`src/rtl/dynshf_pkg.sv`:
```
package dynshf_pkg;

  typedef enum logic [4:0] {
    OP_DSHA  = 5'd0,
    OP_DSHL  = 5'd1,
    OP_SHL1  = 5'd2,
    OP_SHR1  = 5'd3,
    OP_SAR1  = 5'd4,
    OP_ROL   = 5'd5,
    OP_ROR   = 5'd6,
    OP_RCL   = 5'd7,
    OP_RCR   = 5'd8,
    OP_SHL2  = 5'd9,
    OP_SHL8  = 5'd10,
    OP_SHL16 = 5'd11,
    OP_SHR2  = 5'd12,
    OP_SHR8  = 5'd13,
    OP_SHR16 = 5'd14,
    OP_SWPB  = 5'd15,
    OP_SWPH  = 5'd16,
    OP_XTR   = 5'd17
  } shfOp_e;

  typedef enum logic [2:0] {
    RES_SHIFT,
    RES_SWPB,
    RES_SWPH,
    RES_XTR,
    RES_PASS
  } resSel_e;

  typedef enum logic [2:0] {
    AMT_DYN,
    AMT_1,
    AMT_2,
    AMT_8,
    AMT_16
  } amtSel_e;

  typedef enum logic [1:0] {
    FILL_ZERO,
    FILL_SIGN,
    FILL_WRAP,
    FILL_TBIT
  } fill_e;

  typedef enum logic [1:0] {
    T_KEEP,
    T_MSB,
    T_LSB
  } tSel_e;

  typedef struct packed {
    resSel_e resSel;
    amtSel_e amtSel;
    logic    goRight;
    fill_e   fill;
    tSel_e   tSel;
  } shfCtl_t;

endpackage

```
`src/rtl/dynshf_ctrl.sv`:
```
module dynshf_ctrl
  import dynshf_pkg::*;
(
  input  logic [4:0] opCode,
  output shfCtl_t    ctl
);

  always_comb begin
    ctl = '{resSel: RES_PASS, amtSel: AMT_1, goRight: 1'b0,
            fill: FILL_ZERO, tSel: T_KEEP};
    case (opCode)
      OP_DSHA:  begin ctl.resSel = RES_SHIFT; ctl.amtSel = AMT_DYN; ctl.fill = FILL_SIGN; end
      OP_DSHL:  begin ctl.resSel = RES_SHIFT; ctl.amtSel = AMT_DYN; end
      OP_SHL1:  begin ctl.resSel = RES_SHIFT; ctl.tSel = T_MSB; end
      OP_SHR1:  begin ctl.resSel = RES_SHIFT; ctl.goRight = 1'b1; ctl.tSel = T_LSB; end
      OP_SAR1:  begin ctl.resSel = RES_SHIFT; ctl.goRight = 1'b1; ctl.fill = FILL_SIGN;
                      ctl.tSel = T_LSB; end
      OP_ROL:   begin ctl.resSel = RES_SHIFT; ctl.fill = FILL_WRAP; ctl.tSel = T_MSB; end
      OP_ROR:   begin ctl.resSel = RES_SHIFT; ctl.goRight = 1'b1; ctl.fill = FILL_WRAP;
                      ctl.tSel = T_LSB; end
      OP_RCL:   begin ctl.resSel = RES_SHIFT; ctl.fill = FILL_TBIT; ctl.tSel = T_MSB; end
      OP_RCR:   begin ctl.resSel = RES_SHIFT; ctl.goRight = 1'b1; ctl.fill = FILL_TBIT;
                      ctl.tSel = T_LSB; end
      OP_SHL2:  begin ctl.resSel = RES_SHIFT; ctl.amtSel = AMT_2; end
      OP_SHL8:  begin ctl.resSel = RES_SHIFT; ctl.amtSel = AMT_8; end
      OP_SHL16: begin ctl.resSel = RES_SHIFT; ctl.amtSel = AMT_16; end
      OP_SHR2:  begin ctl.resSel = RES_SHIFT; ctl.amtSel = AMT_2;  ctl.goRight = 1'b1; end
      OP_SHR8:  begin ctl.resSel = RES_SHIFT; ctl.amtSel = AMT_8;  ctl.goRight = 1'b1; end
      OP_SHR16: begin ctl.resSel = RES_SHIFT; ctl.amtSel = AMT_16; ctl.goRight = 1'b1; end
      OP_SWPB:  ctl.resSel = RES_SWPB;
      OP_SWPH:  ctl.resSel = RES_SWPH;
      OP_XTR:   ctl.resSel = RES_XTR;
      default:  ctl.resSel = RES_PASS;
    endcase
  end

endmodule

```
`src/rtl/dynshf_barrel.sv`:
```
module dynshf_barrel #(
  parameter int DATA_W = 32,
  localparam int AMT_W = $clog2(DATA_W)
) (
  input  logic [DATA_W-1:0] din,
  input  logic [AMT_W-1:0]  amt,
  input  logic              goRight,
  input  logic              fillBit,
  output logic [DATA_W-1:0] dout
);

  logic [DATA_W-1:0] stage [0:AMT_W];

  assign stage[0] = din;

  for (genvar i = 0; i < AMT_W; i++) begin : g_stage
    localparam int STEP = 1 << i;
    logic [DATA_W-1:0] rightVal;
    logic [DATA_W-1:0] leftVal;
    assign rightVal = {{STEP{fillBit}}, stage[i][DATA_W-1:STEP]};
    assign leftVal  = {stage[i][DATA_W-1-STEP:0], {STEP{1'b0}}};
    assign stage[i+1] = amt[i] ? (goRight ? rightVal : leftVal) : stage[i];
  end

  assign dout = stage[AMT_W];

endmodule

```
`src/rtl/dynshf_datapath.sv`:
```
module dynshf_datapath
  import dynshf_pkg::*;
#(
  parameter int DATA_W = 32
) (
  input  shfCtl_t           ctl,
  input  logic [DATA_W-1:0] srcA,
  input  logic [DATA_W-1:0] srcB,
  input  logic              tIn,
  output logic [DATA_W-1:0] resNext,
  output logic              tNext
);

  localparam int AMT_W = $clog2(DATA_W);
  localparam int HALF  = DATA_W / 2;
  localparam int BYTE  = 8;

  logic              cntNeg;
  logic [AMT_W-1:0]  cntLow;
  logic              fullOut;
  logic              dirRight;
  logic [AMT_W-1:0]  amt;
  logic              signFill;
  logic [DATA_W-1:0] shifted;
  logic [DATA_W-1:0] shiftRes;
  logic              insertBit;
  logic              doInsert;

  assign cntNeg  = srcB[DATA_W-1];
  assign cntLow  = srcB[AMT_W-1:0];
  assign fullOut = (ctl.amtSel == AMT_DYN) && cntNeg && (cntLow == '0);

  always_comb begin
    dirRight = ctl.goRight;
    case (ctl.amtSel)
      AMT_DYN: begin
        dirRight = cntNeg;
        amt      = cntNeg ? AMT_W'(DATA_W - int'(cntLow)) : cntLow;
      end
      AMT_2:   amt = AMT_W'(2);
      AMT_8:   amt = AMT_W'(8);
      AMT_16:  amt = AMT_W'(16);
      default: amt = AMT_W'(1);
    endcase
  end

  assign signFill = (ctl.fill == FILL_SIGN) && srcA[DATA_W-1];

  dynshf_barrel #(.DATA_W(DATA_W)) u_barrel (
    .din     (srcA),
    .amt     (amt),
    .goRight (dirRight),
    .fillBit (signFill),
    .dout    (shifted)
  );

  always_comb begin
    doInsert  = 1'b0;
    insertBit = 1'b0;
    if (ctl.amtSel == AMT_1) begin
      if (ctl.fill == FILL_WRAP) begin
        doInsert  = 1'b1;
        insertBit = ctl.goRight ? srcA[0] : srcA[DATA_W-1];
      end else if (ctl.fill == FILL_TBIT) begin
        doInsert  = 1'b1;
        insertBit = tIn;
      end
    end
  end

  always_comb begin
    shiftRes = shifted;
    if (fullOut) begin
      shiftRes = {DATA_W{signFill}};
    end else if (doInsert) begin
      if (ctl.goRight) shiftRes[DATA_W-1] = insertBit;
      else             shiftRes[0]        = insertBit;
    end
  end

  always_comb begin
    case (ctl.resSel)
      RES_SHIFT: resNext = shiftRes;
      RES_SWPB:  resNext = {srcA[DATA_W-1:2*BYTE], srcA[BYTE-1:0], srcA[2*BYTE-1:BYTE]};
      RES_SWPH:  resNext = {srcA[HALF-1:0], srcA[DATA_W-1:HALF]};
      RES_XTR:   resNext = {srcA[HALF-1:0], srcB[DATA_W-1:HALF]};
      default:   resNext = srcA;
    endcase
  end

  always_comb begin
    case (ctl.tSel)
      T_MSB:   tNext = srcA[DATA_W-1];
      T_LSB:   tNext = srcA[0];
      default: tNext = tIn;
    endcase
  end

endmodule

```
`src/rtl/dynshf_unit.sv`:
```
module dynshf_unit
  import dynshf_pkg::*;
#(
  parameter int DATA_W = 32
) (
  input  logic              clk,
  input  logic              rst_n,
  input  logic [4:0]        opCode,
  input  logic [DATA_W-1:0] srcA,
  input  logic [DATA_W-1:0] srcB,
  input  logic              tIn,
  output logic [DATA_W-1:0] result,
  output logic              tOut
);

  shfCtl_t           ctl;
  logic [DATA_W-1:0] resNext;
  logic              tNext;

  dynshf_ctrl u_ctrl (
    .opCode (opCode),
    .ctl    (ctl)
  );

  dynshf_datapath #(.DATA_W(DATA_W)) u_dp (
    .ctl     (ctl),
    .srcA    (srcA),
    .srcB    (srcB),
    .tIn     (tIn),
    .resNext (resNext),
    .tNext   (tNext)
  );

  always_ff @(posedge clk or negedge rst_n) begin
    if (!rst_n) begin
      result <= '0;
      tOut   <= 1'b0;
    end else begin
      result <= resNext;
      tOut   <= tNext;
    end
  end

endmodule

```
`config.mk`:
```
export PLATFORM = sky130hd
export DESIGN_NAME = dynshf_unit
export DESIGN_NICKNAME = d
export VERILOG_FILES = /design/src/rtl/dynshf_pkg.sv /design/src/rtl/dynshf_ctrl.sv /design/src/rtl/dynshf_barrel.sv /design/src/rtl/dynshf_datapath.sv /design/src/rtl/dynshf_unit.sv
export SDC_FILE = /design/constraint.sdc
export NUM_CORES = 1
export LEC_CHECK = 0
export ABC_AREA = 1
export BUFFER_PORTS_ARGS = -buffer_cell sky130_fd_sc_hd__buf_4
export CAP_MARGIN = 20
export CORE_ASPECT_RATIO = 1.5
export CORE_MARGIN = 8
export CORE_UTILIZATION = 30
export CTS_CLUSTER_DIAMETER = 100
export DETAILED_ROUTE_END_ITERATION = 10
export PLACE_DENSITY = 0.46
export RECOVER_POWER = 100
export SLEW_MARGIN = 15
export SYNTH_ARGS = -nofsm -noshare
export SYNTH_HDL_FRONTEND = slang
export SYNTH_SLANG_ARGS = --single-unit
```
`constraint.sdc`:
```
create_clock -name clk -period 0.8 [get_ports clk]
set_input_delay 0.08 -clock clk [delete_from_list [all_inputs] [get_ports clk]]
set_output_delay 0.08 -clock clk [all_outputs]
set_load 0.03 [all_outputs]
```
==> results.rst, run 1 <==
.. list-table::
   :header-rows: 1

   * - Metric
     - Value
   * - Mean number of vias per cell
     - 5.61
   * - Worst-path clk slew
     - 60 ps
   * - Worst Path Required
     - between 900 and 1000 ps
   * - Library cell occupying the most area in the post-synthesis netlist
     - nand2_1
   * - WL per Instance
     - 22.5 µm
   * - Y dimension of the die
     - 180 µm
   * - Setup CP Type
     - in -> reg
   * - Number of instances in the synthesized netlist
     - just under 1000
   * - Synth top area cells
     - nand2_1, nand3_1, dfrtp_1
   * - CP top delay family
     - simple AND/OR/NAND/NOR gates
   * - FF+latch area
     - between 800 and 900 µm²
   * - CP dominant cell by count
     - buf_4
   * - Type of the worst min-delay path
     - in -> reg
   * - Post-synthesis compound-gate area fraction
     - a little under a fifth
   * - Router iterations before antenna repair
     - 8
   * - Number of distinct library cell variants in the gate-level netlist after synthesis
     - 43
   * - Synthesized-area fraction occupied by and/or/nand/nor cells
     - 54.1%
   * - Result of the run
     - finished with violations
   * - Adder-cell area share of the yosys netlist
     - less than 1%
   * - Boundary pin count
     - ~110
   * - Sequential-to-total area share from yosys stat
     - between 10% and 20%
   * - Layout Nets
     - roughly 1400
   * - Internal power summed over all cells
     - ~0.0070 W
   * - Fill cell total of the finished layout
     - approximately 1800
   * - DRC viols
     - 0
   * - Post-layout power
     - 0.0128 W
   * - Residual overflow from global routing
     - 0
   * - Average instance area after synthesis
     - ~5.5 µm²
   * - First-pass GRT wire length
     - about 50000 µm
   * - Peak VDD IR
     - 672 µV
   * - Register bit total from synthesis
     - 33
   * - Post-synth top flop
     - dfrtp_1
   * - Fraction of final layout cells sized beyond drive strength 1
     - 49.5%
   * - Synthesis Warnings
     - 0
   * - Normalized max-slew margin
     - between 50% and 60%
   * - Maximum number of pins on one net before global-route repair
     - 34
   * - Slowest stage delay, CP
     - ~180 ps
   * - Final hold violation count
     - 0
   * - Cell area after synthesis
     - 5350 µm²
   * - Multiplexer area fraction after synthesis
     - 0%
   * - Sum Neg Setup Slack
     - -49440 ps
   * - Area delta synth->final
     - 85.8%
   * - Type of origin of the critical path
     - input port
   * - Total power per unit cell area
     - approximately 1300 nW/µm²
   * - Max-capacitance violation count
     - 0
   * - Number of enable flip-flop cells after synthesis
     - 0
   * - Final ANT Viol Nets
     - 0
   * - Detailed placer's ending HPWL
     - 26400 µm
   * - Most used standard cells in the synthesized netlist
     - nand2_1, nand3_1, inv_1
   * - Switching pwr
     - about 0.0058 W
   * - Share of Yosys cell area claimed by the top area cell type
     - 25.7%
   * - Share of flip-flops with an asynchronous set or reset after synthesis
     - 100%
   * - Gr usage total
     - 28.5%
   * - Slew of the pin with the lowest slew margin
     - 726 ps
   * - RSZ-0062 raised after global routing
     - yes
   * - CP Capture Type
     - register
   * - DRC violation total after the first TritonRoute iteration
     - 730
   * - Combined buffer and inverter count along the critical path
     - 7
   * - Number of placement rows
     - 60
   * - Failing checks
     - negative setup slack
   * - Worst-case setup margin in the final layout
     - -1530 ps
   * - CTS sink count
     - 33
   * - Data arrival time of the critical path
     - between 2000 and 2500 ps
   * - Critical-path cell list
     - buf_4 -> nor2_4 -> nand3_4 -> buf_4 -> nor2_2 -> nor2_4 -> buf_12 -> nor2_4 -> buf_12 -> inv_2 -> buf_4 -> nor2_1 -> o21ai_1 -> nand2_1 -> nand2_1 -> nand3_1 -> o21ai_1 -> o21ai_1 -> buf_4 -> a21oi_2
   * - Total detailed-routing wirelength
     - ~34000 µm
   * - Min Tclk post-route
     - between 2000 and 2500 ps
   * - Count of endpoints failing setup in the final report
     - 66
   * - Maximum net fanout on the critical path
     - 13
   * - Flop pwr share
     - between 10% and 20%
   * - Slowest cell on the critical path
     - buf_12
   * - XOR/XNOR share of the synthesized area
     - less than 1%
   * - Cell at the root of the clock tree
     - clkbuf_16
   * - ANT cells
     - 0
   * - Die Area
     - roughly 22000 µm²
   * - Die width
     - 125 µm
   * - Fmax achieved
     - 0.428 GHz
   * - Effective utilization at floorplan
     - just over 30%
   * - Via total after detailed routing
     - 8391
   * - Clock share of power
     - 17.9%
   * - Number of global-route vias before repair
     - a little over 8000
   * - Cell with the most instances after synthesis
     - nand2_1
   * - Largest family of logic cells by synthesized area
     - simple AND/OR/NAND/NOR gates
   * - Static Leakage
     - between 4 and 5 nW
   * - Number of buffers created by CTS
     - 5
   * - Multi-input gate area
     - between 5000 and 6000 µm²
   * - Period utilization
     - 292%
   * - Max Root-Sink Buffers
     - 2
   * - Placer's final routability congestion estimate
     - approximately 1.0
   * - I/O Buffers
     - 93
   * - Slew Limit Fails
     - 0
   * - Area of the core
     - 17700 µm²
   * - Synthesized net count
     - approximately 1100
   * - Clock tree from TritonCTS
     - yes
   * - Share of power burned in combinational logic
     - between 60% and 70%
   * - Antenna violations before repair
     - 0
   * - Switching power share of the total
     - 45.1%
   * - Hold Worst Slack
     - about 85 ps
   * - H-tree levels
     - 2
## through the flow
step                      instance area, µm²  util (%)  instances  setup WS [ps]
after detailed placement                8080      45.6       1455          -1920
after floorplan                         5580         -        979          -1230
after CTS                               8980      50.7       1479          -1470
final                                   9950      56.1       1496          -1530
after global placement                  8080      45.6       1455          -1910
after global routing                    9950      56.1       1496          -1720
## state kept, by name, summed over array words and instances (netlist names)
signal / cells
result: 32
tOut: 1
## cell usage in the layout (no fill, tap or decap), drive strengths merged, types with 4 or more instances in the layout
cell type,Yosys,routed
ha,4,4
nand2,369,369
a221oi,11,11
nor2,43,43
nand3b,4,4
clkbuf,21,13
o22ai,7,7
buf,35,341
a21oi,50,50
nand3,205,205
a22oi,8,8
nand4,23,23
inv,74,73
o21ai,50,50
o211ai,27,27
dfrtp,33,33
## layout make-up
class,instances,area share [%]
tap,217,2.73
inverter,74,3.01
clock buffer,7,1.43
sequential,33,8.31
timing repair buffer,348,32.5
multi-input combinational,816,51.7
clock inverter,1,0.302
## power by group through the flow
stage / registers, W / clock network, W / logic (W)
after CTS: 0.00206 / 0.00230 / 0.00729
after floorplan: 0.00248 / 0 / 0.00302
after global placement: 0.00204 / 0 / 0.00663
after detailed placement: 0.00204 / 0 / 0.00661
final: 0.00205 / 0.00228 / 0.00842
after global routing: 0.00206 / 0.00236 / 0.00890
## logic make-up (layout without fill, tap and decap cells)
group	count (synthesis)	count (layout)
DFF	33	33
adders and majority gates	4	4
and+or+nand+nor	651	651
xor gates and xnor gates	1	1
AOI/OAI and AO/OA	160	160
buffers and inverters	130	430
## layer usage
metal | share of wire (%) | vias up | global-route usage [%]
met2 | 49 | 381 | 49.0
met5 | 0 | - | 0
met1 | 38 | 3979 | 32.4
met3 | 5.6 | 109 | 3.14
li1 | - | 3922 | -
met4 | 7.3 | 0 | 19.6
## final timing paths
kind	startpoint	slack (ps)	depth (start not counted)	end
min in group asynchronous	rst_n	320	2	result[29]
worst min-delay path	tIn	90	3	tOut
worst max-delay path	opCode[3]	-1530	20	result[29]
max in group asynchronous	rst_n	110	2	result[13]
## repair_timing
| item | in CTS | in global routing |
|---|---|---|
| hold endpoints to repair | 33 | 0 |
| endpoints found under the setup margin | 66 | 66 |
| cloned | 4 | 6 |
| resized for setup | 133 | 193 |
| pin swaps | 30 | 100 |
| hold buffers | 1 | 0 |
| buffers inserted | 11 | 12 |
No activity file was read; power rests on OpenSTA's default activity.
==> run 2: changes to the inputs <==
CORE_UTILIZATION = 58   (was 30)
PLACE_DENSITY = 0.8   (was 0.46)
==> run 2 against run 1 <==
Effect of this change:
- the flow now stops in clock tree synthesis (4_1_cts)
- synthesized cell count unchanged
- synthesized area is the same
==> results.rst, run 2 <==
.. list-table::
   :header-rows: 1

   * - Metric
     - Value
   * - Result of the run
     - stopped before the end
   * - Stage at which the run stopped
     - clock tree synthesis (4_1_cts)
   * - Error
     - [ERROR DPL-0038] Utilization greater than 100%, impossible to legalize
   * - Area post-placement
     - 7610 µm² (-5.8%)
   * - Synthesized-area fraction occupied by and/or/nand/nor cells
     - 54.1% (unchanged)
   * - Average instance area after synthesis
     - 5.47 µm² (unchanged)
   * - Post-synth top flop
     - dfrtp_1
   * - Synth top area cells
     - nand2_1, nand3_1, dfrtp_1
   * - Y dimension of the die
     - 134 µm (-26%)
   * - Post-cts resize count
     - 253 (+90%)
   * - Synthesized net count
     - 1055 (unchanged)
   * - Max Root-Sink Buffers
     - 2 (unchanged)
   * - CTS sink count
     - 33 (unchanged)
   * - Number of placement rows
     - 43 (-28%)
   * - Effective utilization at floorplan
     - 58.9% (+29 points)
   * - Library cell occupying the most area in the post-synthesis netlist
     - nand2_1
   * - Boundary pin count
     - 105 (unchanged)
   * - Share of Yosys cell area claimed by the top area cell type
     - 25.7% (unchanged)
   * - Detailed placer's ending HPWL
     - 21700 µm (-18%)
   * - Number of buffers created by CTS
     - 5 (unchanged)
   * - Number of placed instances, taps included
     - 1311 (-9.9%)
   * - Post-CTS setup repair buffer count
     - 33 (+22)
   * - Number of instances in the synthesized netlist
     - 979 (unchanged)
   * - Placer's final routability congestion estimate
     - 1.15 (+16%)
   * - Share of flip-flops with an asynchronous set or reset after synthesis
     - 100% (unchanged)
   * - I/O Buffers
     - 93 (unchanged)
   * - Cell area after synthesis
     - 5350 µm² (unchanged)
   * - Cell with the most instances after synthesis
     - nand2_1
   * - Number of buffers added to fix hold violations after cts
     - 1 (unchanged)
   * - Adder-cell area share of the yosys netlist
     - 0.935% (unchanged)
   * - Multiplexer area fraction after synthesis
     - 0% (unchanged)
   * - Most used standard cells in the synthesized netlist
     - nand2_1, nand3_1, inv_1
   * - XOR/XNOR share of the synthesized area
     - 0.164% (unchanged)
   * - Number of distinct library cell variants in the gate-level netlist after synthesis
     - 43 (unchanged)
   * - Sequential-to-total area share from yosys stat
     - 15.4% (unchanged)
   * - Largest family of logic cells by synthesized area
     - simple AND/OR/NAND/NOR gates
   * - Register bit total from synthesis
     - 33 (unchanged)
   * - Synthesis Warnings
     - 0 (unchanged)
   * - Number of enable flip-flop cells after synthesis
     - 0 (unchanged)
   * - H-tree levels
     - 2 (unchanged)
   * - Cell at the root of the clock tree
     - clkbuf_16
   * - Die width
     - 94.4 µm (-24%)
   * - Post-synthesis compound-gate area fraction
     - 18.5% (unchanged)
==> run 2: cell counts after synthesis <==
Identical to the previous run, type by type.
==> run 2: stage by stage <==
stage          TNS, ps  setup slack (ps)  hold WS (ps)
3_3_place_gp    -52950             -1720          39.2
3_5_place_dp    -55210             -1890          43.9
2_1_floorplan   -38320             -1230          -216
==> run 2: kinds of logic after synthesis <==
group	after synthesis
compound gates	160
xor+xnor	1
fa+ha+maj	4
buf+inv	130
flops	33
simple gates	651
==> run 3: changes to the inputs <==
CORE_ASPECT_RATIO = default   (was 1.5)
CORE_UTILIZATION = 40   (was 58)
CTS_CLUSTER_DIAMETER = default   (was 100)
PLACE_DENSITY = default   (was 0.8)
PLACE_DENSITY_LB_ADDON = 0.15   (was default)
==> run 3 against run 2 <==
Effect of this change:
- the flow now finishes, with violations (negative setup slack)
==> results.rst, run 3 (synthesized netlist as in run 1, its figures left out) <==
.. list-table::
   :header-rows: 1

   * - Metric
     - Value
   * - Multi-input gate area
     - ~5300 µm²
   * - Peak VDD IR
     - roughly 760 µV
   * - Result of the run
     - finished with violations
   * - Normalized max-slew margin
     - 68.4%
   * - DRC violation total after the first TritonRoute iteration
     - around 1000
   * - Die Area
     - 17300 µm²
   * - Final ANT Viol Nets
     - 0
   * - Number of buffers created by CTS
     - 5 (unchanged)
   * - Via total after detailed routing
     - between 8000 and 9000
   * - RSZ-0062 raised after global routing
     - yes
   * - Router iterations before antenna repair
     - 6
   * - Worst Path Required
     - roughly 980 ps
   * - Maximum net fanout on the critical path
     - 6
   * - ANT cells
     - 0
   * - Max Root-Sink Buffers
     - 2 (unchanged)
   * - H-tree levels
     - 2 (unchanged)
   * - Fill cell total of the finished layout
     - roughly 1000
   * - Boundary pin count
     - 105 (unchanged)
   * - Worst-path clk slew
     - about 60 ps
   * - Setup CP Type
     - in -> reg
   * - Final hold violation count
     - 0
   * - Max reg flops
     - 32
   * - Failing checks
     - negative setup slack
   * - Static Leakage
     - between 4 and 5 nW
   * - Number of global-route vias before repair
     - ~8300
   * - FF+latch area
     - ~830 µm²
   * - Area post-placement
     - 7870 µm² (+3.5%)
   * - Antenna violations before repair
     - 0
   * - Max-capacitance violation count
     - 0
   * - Total detailed-routing wirelength
     - about 33000 µm
   * - Data arrival time of the critical path
     - between 2000 and 3000 ps
   * - Count of endpoints failing setup in the final report
     - 66
   * - Clock tree from TritonCTS
     - yes
   * - Layout Nets
     - 1350
   * - WL per Instance
     - between 20 and 25 µm
   * - CTS sink count
     - 33 (unchanged)
   * - I/O Buffers
     - 93 (unchanged)
   * - Worst slack at placement
     - -1880 ps (+8.13 ps)
   * - Number of placement rows
     - 42 (-2.3%)
   * - Gr usage total
     - about a third
   * - Sum Neg Setup Slack
     - -50810 ps
   * - Post-route design area
     - 10100 µm²
   * - Maximum number of pins on one net before global-route repair
     - 34
   * - Fmax achieved
     - slightly above 0.4 GHz
   * - Residual overflow from global routing
     - 0
   * - DRC viols
     - 0
   * - Hold Worst Slack
     - 109 ps
   * - Type of the worst min-delay path
     - in -> reg
   * - First-pass GRT wire length
     - around 48000 µm
   * - Worst-case setup margin in the final layout
     - -1620 ps
   * - Placer's final routability congestion estimate
     - 1.05 (-9.2%)
   * - Effective utilization at floorplan
     - 40.7% (-18 points)
   * - Y dimension of the die
     - 132 µm (-1.5%)
   * - Most frequent cells in the layout
     - nand2_1, buf_4, nand3_2
   * - Area of the core
     - around 13000 µm²
   * - Period utilization
     - 303%
   * - Slew of the pin with the lowest slew margin
     - approximately 470 ps
   * - Largest reg by FF count
     - result
   * - Mean number of vias per cell
     - around 6
   * - Fraction of final layout cells sized beyond drive strength 1
     - between 50% and 60%
   * - Largest registers
     - result: 32 flops, tOut: 1 flops
   * - Slew Limit Fails
     - 0
   * - Type of origin of the critical path
     - input port
   * - Die width
     - 132 µm (+39%)
   * - Most common library cell in the layout ignoring fill and taps
     - nand2_1
   * - Detailed placer's ending HPWL
     - 24100 µm (+11%)
   * - Cell at the root of the clock tree
     - clkbuf_16
   * - Area delta synth->final
     - 87.8%
   * - Min Tclk post-route
     - approximately 2400 ps
   * - CP Capture Type
     - register
   * - Total power per unit cell area
     - 1290 nW/µm²
==> run 3: worst max-delay path, stage by stage <==
cell	delay, ps
buf_12	110
clkinvlp_4	150
nand2_2	110
nand2_2	80
o21ai_2	70
o21ai_4	310
buf_12	170
nand3_2	120
and2_1	200
nand2_1	120
nand2_2	120
o21ai_1	160
nand2_2	110
nand2_1	90
nand3_2	120
o21ai_2	140
nand2_1	110
a22oi_1	230
==> run 3: worst paths after layout <==
kind,from,endpoint,slack (ps),depth (start not counted)
max in group asynchronous,rst_n,result[4],140,2
setup / recovery,opCode[1],result[5],-1620,18
hold / removal,tIn,tOut,110,3
min in group asynchronous,rst_n,result[6],320,2
==> run 3: final cells by class <==
class / instances / area share [%]
Multi-Input combinational cell: 817 / 53.0
Clock inverter: 2 / 0.373
Inverter: 74 / 3.05
Clock buffer: 6 / 1.38
Timing Repair Buffer: 343 / 31.8
Sequential cell: 33 / 8.21
Tap cell: 176 / 2.19
==> run 3: per-layer routing <==
metal | vias to the layer above | share of wire (%) | global-route usage [%]
li1 | 3927 | - | -
met1 | 4166 | 38 | 43.9
met2 | 660 | 44 | 55.2
met3 | 183 | 11 | 7.13
met4 | 0 | 6.8 | 20.5
met5 | - | 0 | 0
==> run 3: through the flow <==
stage | power (W) | utilization [%] | std cells
3_3_place_gp | 0.00842 | 59.9 | 1401
2_1_floorplan | 0.00550 | - | 979
3_5_place_dp | 0.00843 | 59.9 | 1401
4_1_cts | 0.0120 | 72.5 | 1442
5_1_grt | 0.0134 | 76.5 | 1451
6_report | 0.0129 | 76.5 | 1451
==> run 3: report_power, final <==
group          total (W)  internal [W]  switching (W)
combinational    0.00859       0.00351        0.00509
clock            0.00229       0.00155       0.000737
sequential       0.00204       0.00190       0.000135
total             0.0129       0.00696        0.00596
==> run 3: repair_timing <==
item	4_1_cts	5_1_grt
hold buffers	1	0
cloned	8	0
gates resized for setup	277	119
pin swaps	103	73
buffers inserted	26	10
setup endpoints to repair	66	66
endpoints found under the hold margin	33	0
